[src/rtl/qcg_pkg.sv]
package qcg_pkg;
  localparam int unsigned MODE_W  = 3;
  localparam int unsigned NUM_REL = 6;

  localparam logic [MODE_W-1:0] MODE_GE = 3'd0;
  localparam logic [MODE_W-1:0] MODE_GT = 3'd1;
  localparam logic [MODE_W-1:0] MODE_LE = 3'd2;
  localparam logic [MODE_W-1:0] MODE_LT = 3'd3;
  localparam logic [MODE_W-1:0] MODE_EQ = 3'd4;
  localparam logic [MODE_W-1:0] MODE_NE = 3'd5;

  // bit positions inside the relation vector
  localparam int unsigned REL_GE = 0;
  localparam int unsigned REL_GT = 1;
  localparam int unsigned REL_LE = 2;
  localparam int unsigned REL_LT = 3;
  localparam int unsigned REL_EQ = 4;
  localparam int unsigned REL_NE = 5;
endpackage

[src/rtl/qcg_popcount.sv]
module qcg_popcount #(
  parameter int unsigned N  = 8,
  parameter int unsigned CW = $clog2(N + 1)
) (
  input  logic [N-1:0]  in_i,
  output logic [CW-1:0] cnt_o
);
  logic [CW-1:0] part [N+1];

  assign part[0] = '0;

  for (genvar g = 0; g < N; g++) begin : g_acc
    assign part[g+1] = part[g] + {{(CW-1){1'b0}}, in_i[g]};
  end

  assign cnt_o = part[N];

  always_comb begin
    p_cnt_ones_r9: assert (32'(cnt_o) == $countones(in_i))
      else $error("popcount disagrees with input population");
  end
endmodule

[src/rtl/qcg_relate.sv]
module qcg_relate
  import qcg_pkg::*;
#(
  parameter int unsigned W = 4
) (
  input  logic [W-1:0]       cnt_i,
  input  logic [W-1:0]       thr_i,
  output logic [NUM_REL-1:0] rel_o
);
  always_comb begin
    rel_o         = '0;
    rel_o[REL_GE] = (cnt_i >= thr_i);
    rel_o[REL_GT] = (cnt_i >  thr_i);
    rel_o[REL_LE] = (cnt_i <= thr_i);
    rel_o[REL_LT] = (cnt_i <  thr_i);
    rel_o[REL_EQ] = (cnt_i == thr_i);
    rel_o[REL_NE] = (cnt_i != thr_i);
  end

  always_comb begin
    p_ge_lt_split_r4: assert (rel_o[REL_GE] != rel_o[REL_LT])
      else $error("at-least and fewer-than both equal");
    p_gt_le_split_r2: assert (rel_o[REL_GT] != rel_o[REL_LE])
      else $error("more-than and at-most both equal");
    p_eq_ne_split_r6: assert (rel_o[REL_EQ] != rel_o[REL_NE])
      else $error("exactly and other-than both equal");
  end
endmodule

[src/rtl/qual_count_gate.sv]
module qual_count_gate
  import qcg_pkg::*;
#(
  parameter int unsigned N = 8,
  localparam int unsigned TW = $clog2(N + 1)
) (
  input  logic [N-1:0]      in_i,
  input  logic [TW-1:0]     thresh_i,
  input  logic [MODE_W-1:0] mode_i,
  output logic              out_o
);
  logic [TW-1:0]      cnt;
  logic [NUM_REL-1:0] rel;

  qcg_popcount #(.N(N), .CW(TW)) u_count (
    .in_i  (in_i),
    .cnt_o (cnt)
  );

  qcg_relate #(.W(TW)) u_relate (
    .cnt_i (cnt),
    .thr_i (thresh_i),
    .rel_o (rel)
  );

  always_comb begin
    unique case (mode_i)
      MODE_GE: out_o = rel[REL_GE];
      MODE_GT: out_o = rel[REL_GT];
      MODE_LE: out_o = rel[REL_LE];
      MODE_LT: out_o = rel[REL_LT];
      MODE_EQ: out_o = rel[REL_EQ];
      MODE_NE: out_o = rel[REL_NE];
      default: out_o = 1'b0;
    endcase
  end

  always_comb begin
    p_reserved_zero_r7: assert (!(mode_i > MODE_NE && out_o))
      else $error("reserved mode drove output high");
    p_eq_exact_r5: assert (!(mode_i == MODE_EQ && out_o) ||
                           $countones(in_i) == 32'(thresh_i))
      else $error("exactly-mode high with wrong count");
    p_over_range_r8: assert (!(32'(thresh_i) > N && mode_i == MODE_GE && out_o))
      else $error("threshold above N satisfied at-least");
  end
endmodule

[config.mk]
export PLATFORM = sky130hd
export DESIGN_NAME = qual_count_gate
export DESIGN_NICKNAME = d
export VERILOG_FILES = /design/src/rtl/qcg_pkg.sv /design/src/rtl/qcg_popcount.sv /design/src/rtl/qcg_relate.sv /design/src/rtl/qual_count_gate.sv
export SDC_FILE = /design/constraint.sdc
export NUM_CORES = 1
export LEC_CHECK = 0
export BUFFER_PORTS_ARGS = -buffer_cell sky130_fd_sc_hd__buf_2
export CORE_AREA = 2 2 39 41
export DETAILED_ROUTE_END_ITERATION = 8
export DIE_AREA = 0 0 41 43
export PLACE_DENSITY = 0.56
export SETUP_SLACK_MARGIN = 0.1
export SYNTH_ARGS = -nofsm -noshare
export SYNTH_HDL_FRONTEND = slang
export SYNTH_HIERARCHICAL = 1
export SYNTH_SLANG_ARGS = --single-unit
[constraint.sdc]
create_clock -name vclk -period 12.2
set_input_delay 0.61 -clock vclk [all_inputs]
set_output_delay 0.61 -clock vclk [all_outputs]
set_load 0.05 [all_outputs]
==> key figures, run 1 <==
Drt
  – Highest Signal Layer: met3
  – Routed Antenna Nets: 0
  – Iter 0 DRT Violations: 0
  – DRC errors left: 0
  – Met3 WL: approximately 18 um
  – Number of vias in the routed layout: 305
  – M1 WL: approximately 240 um
  – DR pass1 iterations: 1
  – Wirelength per Cell: around 7 um
  – Met2 wire length: 280 um
  – Via density: slightly below 4
  – Total Wirelength: ~540 um

Yosys
  – Mux share of post-synthesis cell area: 11.9%
  – Register area share after synthesis: 0%
  – Count of cell types in the netlist: 17
  – Synth Area in Adders: 45.6%
  – Syn_nets: 71
  – Share of the synthesized area in the top cell type: 23.8%
  – Avg Inst Size Synth: ~8.2 um^2
  – Simple-Gate Fraction of Synth Area: between 10 and 15%
  – Compound-gate portion of the synthesized area: a little under a tenth
  – Post-Synthesis Cells: 45
  – Post-synthesis xor/xnor area fraction: about 2.4%
  – Synthesized area: 368 um^2
  – Largest family of logic cells by synthesized area: adder cells
  – Post-synth top area cell: ha_1
  – Synth warnings: 6
  – Synth top area cells: ha_1 24%, fa_1 22%, inv_1 18%, mux4_2 6.1%, a21oi_1 4.1%
  – Most frequent cell after synthesis: inv_1
  – Top cells by count, synth: 18 x inv_1, 7 x ha_1, 4 x fa_1, 3 x a21oi_1

STA
  – Minimum clock period: 5.16 ns
  – RSZ-0062 raised after global routing: no
  – Final WS setup: approximately 7 ns
  – Post-route clock period utilization: between 40% and 50%
  – Worst Max-Slew Pin Slew: 0.287 ns
  – Final Max Slew Viols: 0
  – Fin Hold WS: ~1.7 ns
  – Setup TNS: 0 ns
  – Max Clk Rate: between 150 and 200 MHz
  – Fin. Hold Viols: 0
  – Final setup fails: 0
  – Worst slew margin: between 80% and 90%

Die
  – Die X: roughly 41 um
  – I/O Pins: 16
  – Die height: about 43 um
  – Die area: between 1500 and 2000 um^2
  – Starting Density: about a quarter
  – Rows: 14
  – Core region area: ~1400 um^2

Worst setup path
  – Worst path slowest cell: fa_1
  – Cell family with most CP delay: adder cells
  – WP data arrival: approximately 4.6 ns
  – WP depth: 17
  – Startpoint Class: input pin
  – CP Cell Sequence: buf_2 > inv_1 > fa_1 > fa_1 > fa_1 > inv_1 > ha_1 > inv_1 > fa_1 > inv_1 > ha_1 > nor2b_4 > o211ai_2 > nand3_1 > mux4_2 > mux2_2 > buf_2
  – Worst-path fanout max: 4
  – Critical Path RT: around 12 ns
  – CP Class: in2out
  – Critical path capture point type: output pin
  – Max stage delay on crit path: between 0.5 and 0.6 ns
  – Crit path buffers/inverters: 6

Clocking
  – CTS Hold Bufs: 0
  – PostCTS Resize Cnt: 0
  – Post-CTS Setup Inserts: 0

Placed design
  – Input/output buffers: 16
  – GP Congestion: about 0.7
  – HPWL after DPL: between 500 and 600 um
  – Dpl cell area: 468 um^2
  – Pre-CTS setup slack: 7.02 ns
  – Placed Cells: 77

Global routing
  – GRT Total Usage: 7.55%
  – First-pass GRT wire length: ~1.0 mm
  – Vias in the first global route: ~300
  – Largest net degree at the start of global routing: 5
  – Antenna violations before repair: 0
  – Grt total ovfl: 0

Power
  – Sw Share: 50.2%
  – VDD IR max: 0.0000196 V
  – Clock power frac: 0%
  – Pleak: 0.299 nW
  – PD cells: 101 nW/um^2
  – Comb power frac: 100.0%
  – Pwr Total: around 47 uW
  – Sequential power share: 0%
  – NetSw: between 20 and 25 uW
  – Cell internal pwr: between 20 and 25 uW

Finish
  – Final cell count without fillers: a little under 80
  – Final Util: 33.8%
  – Number of diodes: 0
  – Layout area overhead: 27.2%
  – Number of sequential cells: 0
  – CLK BUF: 0
  – Sequential cell area: 0 um^2
  – Share of post-route cells with drive strength above 1: 34.4%
  – # nets final: around 90
  – Design Area, Final: ~470 um^2

Min path
  – Hold Path Depth: 3
  – Min-delay worst type: in2out

Flow run
  – Max-cap violation count: 0

Outcome
  – Status: completed
-- layer usage --
metal	GRT usage (%)	vias to the layer above
li1	-	169
met1	10.0	132
met2	13.8	4
met3	0	0
met4	0	0
met5	0	-
-- cell type report --
cell class                 instances  area [um^2]
fill                             155          916
tap                               16         20.0
inverter                          19         71.3
timing repair buffer              16         80.1
multi-input combinational         26          297
-- power by group through the flow --
stage	registers, mW	clock network [mW]	logic, mW
final	0	0	0.0471
after global routing	0	0	0.0545
after CTS	0	0	0.0485
after detailed placement	0	0	0.0482
after global placement	0	0	0.0472
after floorplan	0	0	0.0392
-- kinds of logic after synthesis --
kind of cell,after synthesis
adder cells (fa/ha/maj),11
AO/OA/AOI/OAI,5
XOR/XNOR,1
buffers and inverters,19
AND/OR/NAND/NOR,6
multiplexers,3
-- worst paths after layout --
path | start | end | slack [ns]
max | in_i[0] | out_o | 7.04
min | mode_i[2] | out_o | 1.68
-- cell usage in the layout, fill, tap and decap left out --
cell type,n
inv_1,18
buf_2,16
ha_1,7
fa_1,4
a21oi_1,3
mux4_2,1
mux2i_1,1
nor2_1,1
mux2_2,1
xnor2_1,1
nor2b_1,1
nor2b_4,1
o211ai_2,1
and2_1,1
nand4_1,1
inv_2,1
a21o_1,1
nand3_1,1
Note: power is estimated with default switching activity, not from simulation.
==> inputs of run 2 (changes only) <==
==> constraint.sdc (replaced) <==
create_clock -name vclk -period 5.4
set_input_delay 0.27 -clock vclk [all_inputs]
set_output_delay 0.27 -clock vclk [all_outputs]
set_load 0.05 [all_outputs]
==> run 2 against run 1 <==
Against the previous run:
- highest routed layer unchanged
- routed wire length decreased by 2.0%
- hold slack got worse by 0.68 ns
- via count increased by 2.0%
- total power increased by 130%
- cell count unchanged
- cell area unchanged
- count of clock-buffer cells in the layout unchanged
- non-clock buffer count unchanged
- combinational power increased by 130%
- die area unchanged
- utilization unchanged
- sequential share of layout area unchanged
==> key figures, run 2 (same netlist as run 1, synthesis figures left out) <==
Die
  – Die area: 1760 um^2 (unchanged)
  – Die X: 41 um (unchanged)
  – I/O Pins: 16 (unchanged)
  – Die height: 43 um (unchanged)
  – Core region area: 1380 um^2 (unchanged)
  – Starting Density: 26.6% (unchanged)
  – Rows: 14 (unchanged)

Finish
  – Sequential cell area: 0 um^2 (unchanged)
  – Number of sequential cells: 0 (unchanged)
  – Design Area, Final: 468 um^2 (unchanged)
  – Final cell count without fillers: 77 (unchanged)
  – Most frequent cells in the layout: 18 x inv_1, 16 x buf_2, 7 x ha_1
  – # nets final: 89 (unchanged)
  – Share of post-route cells with drive strength above 1: 34.4% (unchanged)
  – Layout area overhead: 27.2% (unchanged)
  – CLK BUF: 0 (unchanged)
  – Final Util: 33.8% (unchanged)
  – Number of diodes: 0 (unchanged)
  – Commonest non-fill, non-tap cell in the layout: inv_1

Worst setup path
  – Critical Path RT: 5.13 ns (-6.46 ns)
  – CP Class: in2out
  – Worst-path fanout max: 4 (unchanged)
  – Critical path capture point type: output pin
  – WP data arrival: 4.21 ns (-0.34 ns)
  – Startpoint Class: input pin

Placed design
  – HPWL after DPL: 512 um (-5.6%)
  – GP Congestion: 0.651 (-5.3%)
  – Pre-CTS setup slack: 0.902 ns (-6.12 ns)
  – Placed Cells: 77 (unchanged)
  – Input/output buffers: 16 (unchanged)
  – Dpl cell area: 468 um^2 (unchanged)

Global routing
  – GRT Total Usage: 8.14% (+0.60 points)
  – First-pass GRT wire length: 1.10 mm (+8.2%)
  – Grt total ovfl: 0 (unchanged)
  – Vias in the first global route: 320 (+6.3%)
  – Antenna violations before repair: 0 (unchanged)
  – Largest net degree at the start of global routing: 5 (unchanged)

Drt
  – Total Wirelength: 526 um (-2.0%)
  – Iter 0 DRT Violations: 7 (+7)
  – Via density: 4.04 (+2.0%)
  – Wirelength per Cell: 6.83 um (-2.0%)
  – DR pass1 iterations: 4 (+3)
  – Routed Antenna Nets: 0 (unchanged)
  – DRC errors left: 0 (unchanged)
  – Number of vias in the routed layout: 311 (+2.0%)

STA
  – Worst Max-Slew Pin Slew: 0.273 ns (-0.0137 ns)
  – Setup TNS: 0 ns (unchanged)
  – Minimum clock period: between 4 and 5 ns
  – Fin Hold WS: 1.00 ns (-0.680 ns)
  – Worst slew margin: 81.8% (+0.91 points)
  – RSZ-0062 raised after global routing: no
  – Final Max Slew Viols: 0 (unchanged)
  – Final WS setup: 0.918 ns (-6.12 ns)
  – Final setup fails: 0 (unchanged)
  – Post-route clock period utilization: about 83%
  – Max Clk Rate: ~220 MHz
  – Fin. Hold Viols: 0 (unchanged)

Outcome
  – Status: completed

Min path
  – Min-delay worst type: in2out

Power
  – Pwr Total: 106 uW (+130%)
  – VDD IR max: 0.0000518 V (+160%)
  – Pleak: 0.299 nW (unchanged)
  – PD cells: 227 nW/um^2 (+130%)

Clocking
  – Post-CTS Setup Inserts: 0 (unchanged)
  – CTS Hold Bufs: 0 (unchanged)
  – PostCTS Resize Cnt: 0 (unchanged)

Flow run
  – Max-cap violation count: 0 (unchanged)
## run 2: cell counts in the layout (fill, tap and decap cells not counted)
No cell type changed its count.
## run 2: worst paths after layout
kind | cells past startpoint | to | slack [ns] | startpoint
setup / recovery | 17 | out_o | 0.92 | in_i[0]
hold / removal | 3 | out_o | 1.00 | mode_i[2]
## run 2: critical path: stages
cell,delay (ns)
buf_2,0.07
inv_1,0.04
fa_1,0.54
fa_1,0.42
fa_1,0.43
inv_1,0.06
ha_1,0.16
inv_1,0.05
fa_1,0.47
inv_1,0.04
ha_1,0.30
nor2b_4,0.13
o211ai_2,0.19
nand3_1,0.09
mux4_2,0.45
mux2_2,0.26
buf_2,0.21
## run 2: per-layer routing
metal  part of all wire, %  GRT usage [%]
met1                    46           11.3
met2                    49           14.4
met3                   4.8              0
met4                     0              0
met5                     0              0
## run 2: cell type report
type,instances,area (um^2)
multi-input combinational,26,297
tap,16,20.0
inverter,19,71.3
timing repair buffer,16,80.1
fill,161,916
## run 2: where the power goes
group | switching (mW) | internal [mW]
sequential | 0 | 0
combinational | 0.0537 | 0.0525
clock | 0 | 0
total | 0.0537 | 0.0525
==> inputs of run 3 (changes only) <==
--- a/config.mk
+++ b/config.mk
@@ -9,7 +9,7 @@
 export CORE_AREA = 2 2 39 41
 export DETAILED_ROUTE_END_ITERATION = 8
 export DIE_AREA = 0 0 41 43
-export PLACE_DENSITY = 0.56
+export PLACE_DENSITY = 0.58
 export SETUP_SLACK_MARGIN = 0.1
 export SYNTH_ARGS = -nofsm -noshare
 export SYNTH_HDL_FRONTEND = slang
==> constraint.sdc (replaced) <==
create_clock -name vclk -period 3.91
set_input_delay 0.1955 -clock vclk [all_inputs]
set_output_delay 0.1955 -clock vclk [all_outputs]
set_load 0.05 [all_outputs]
==> run 3 against run 2 <==
Against the previous run:
- the run now ends with setup timing left
- first-iteration DRC count decreased by 71%
- largest power group unchanged
- sequential share of layout area unchanged
- critical path type unchanged
- critical endpoint unchanged
- die area unchanged
- sequential cell count unchanged
==> key figures, run 3 (same netlist as run 1, synthesis figures left out) <==
Outcome
  – Status: finished, violations left
  – Failing checks: setup timing

Die
  – Die X: 41 um (unchanged)
  – I/O Pins: 16 (unchanged)
  – Die height: 43 um (unchanged)
  – Core region area: 1380 um^2 (unchanged)
  – Starting Density: 26.6% (unchanged)
  – Die area: 1760 um^2 (unchanged)
  – Rows: 14 (unchanged)

Finish
  – Fill count: 157 (-2.5%)
  – Design Area, Final: 497 um^2 (+6.1%)
  – Layout area overhead: 35.0%
  – Number of sequential cells: 0 (unchanged)
  – Sequential cell area: 0 um^2 (unchanged)
  – Final cell count without fillers: 77 (unchanged)
  – # nets final: 89 (unchanged)
  – Share of post-route cells with drive strength above 1: 37.7% (+3.3 points)
  – CLK BUF: 0 (unchanged)
  – Commonest non-fill, non-tap cell in the layout: inv_1
  – Number of diodes: 0 (unchanged)
  – Most frequent cells in the layout: 18 x inv_1, 15 x buf_2, 5 x ha_1

Placed design
  – Input/output buffers: 16 (unchanged)
  – Pre-CTS setup slack: -0.483 ns (-1.38 ns)
  – GP Congestion: 0.648 (-0.43%)
  – Dpl cell area: 472 um^2 (+0.80%)
  – HPWL after DPL: 593 um (+16%)
  – Placed Cells: 77 (unchanged)

Worst setup path
  – WP data arrival: 4.11 ns (-0.10 ns)
  – CP Class: in2out
  – Startpoint Class: input pin
  – Critical path capture point type: output pin
  – Worst-path fanout max: 4 (unchanged)
  – Critical Path RT: 3.71 ns (-1.42 ns)
  – Worst path slowest cell: fa_1
  – Max stage delay on crit path: 0.54 ns (about the same)
  – CP Cell Sequence: buf_2 > inv_1 > fa_1 > fa_1 > fa_1 > inv_1 > ha_2 > inv_1 > fa_1 > inv_1 > ha_4 > nor2b_4 > o211ai_2 > a21o_1 > mux4_2 > mux2_4 > buf_8

Clocking
  – Post-CTS Setup Inserts: 0 (unchanged)
  – CTS Hold Bufs: 0 (unchanged)

Power
  – Sw Share: 47.7% (-2.9 points)
  – Sequential power share: 0% (unchanged)
  – NetSw: 82.7 uW (+54%)
  – Pleak: 0.304 nW (+1.8%)
  – Cell internal pwr: 90.6 uW (+73%)
  – Pwr Total: 173 uW (+63%)
  – PD cells: 349 nW/um^2 (+54%)
  – VDD IR max: 0.0000922 V (+78%)
  – Comb power frac: 100.0% (about the same)
  – Clock power frac: 0% (unchanged)

STA
  – Final WS setup: -0.395 ns (-1.31 ns)
  – Final Max Slew Viols: 0 (unchanged)
  – Final setup fails: 1 (+1)
  – Fin Hold WS: 0.769 ns (-0.232 ns)
  – Post-route clock period utilization: 110%
  – Fin. Hold Viols: 0 (unchanged)
  – Max Clk Rate: between 200 and 250 MHz
  – Worst slew margin: 82.7% (+0.94 points)
  – Minimum clock period: between 4 and 5 ns
  – RSZ-0062 raised after global routing: yes
  – Worst Max-Slew Pin Slew: 0.259 ns (-0.0140 ns)

Global routing
  – Vias in the first global route: 323 (+0.94%)
  – Grt total ovfl: 0 (unchanged)
  – Largest net degree at the start of global routing: 5 (unchanged)
  – Antenna violations before repair: 0 (unchanged)
  – GRT Total Usage: 8.46% (+0.32 points)
  – First-pass GRT wire length: 1.12 mm (+2.5%)

Min path
  – Hold Path Depth: 3 (unchanged)
  – Min-delay worst type: in2out

Drt
  – Routed Antenna Nets: 0 (unchanged)
  – Via density: 4.09 (+1.3%)
  – DR pass1 iterations: 2 (-2)
  – Number of vias in the routed layout: 315 (+1.3%)
  – Wirelength per Cell: 7.83 um (+15%)
  – DRC errors left: 0 (unchanged)
  – Total Wirelength: 603 um (+15%)
  – Iter 0 DRT Violations: 2 (-5)

Flow run
  – Max-cap violation count: 0 (unchanged)
## run 3: cell counts in the layout (fill, tap and decap cells not counted)
Identical to the previous run, type by type.
## run 3: layout make-up
type	instances	area (um^2)	share of cell area, %
timing repair buffer	16	90.1	18.1
tap	16	20.0	4.03
inverter	19	71.3	14.4
multi-input combinational	26	315	63.5
## run 3: power by group through the flow
stage                     sequential [mW]  clock, mW  combinational [mW]
after floorplan                         0          0               0.125
after CTS                               0          0               0.178
after global routing                    0          0               0.196
after detailed placement                0          0               0.158
after global placement                  0          0               0.150
final                                   0          0               0.173
## run 3: path summary, 6_finish.rpt
path                   from    end  slack, ns
setup / recovery    in_i[0]  out_o      -0.40
hold / removal    mode_i[2]  out_o       0.77
## run 3: metrics by stage
step | utilization (%) | setup TNS (ns)
after CTS | 35.7 | -0.433
after detailed placement | 34.1 | -0.483
final | 35.9 | -0.395
after global routing | 35.9 | -0.544
after floorplan | - | -0.119
after global placement | 34.1 | -0.431
## run 3: what timing repair did
action	4_1_cts	5_1_grt
cloned	0	0
pin swaps	5	5
resized for setup	4	1
endpoints found under the setup margin	1	1
## run 3: layer usage
layer	GRT usage [%]	vias to the layer above	share of wire [%]
li1	-	170	-
met1	11.7	141	46
met2	15.0	4	50
met3	0	0	3.5
met4	0	0	0
met5	0	-	0
## run 3: critical path, delay by kind of cell
kind            cells  cell delay [ns]
fa+ha+maj           6             2.31
mux                 2             0.73
buf+inv             6             0.44
compound gates      2             0.30
simple gates        1             0.12
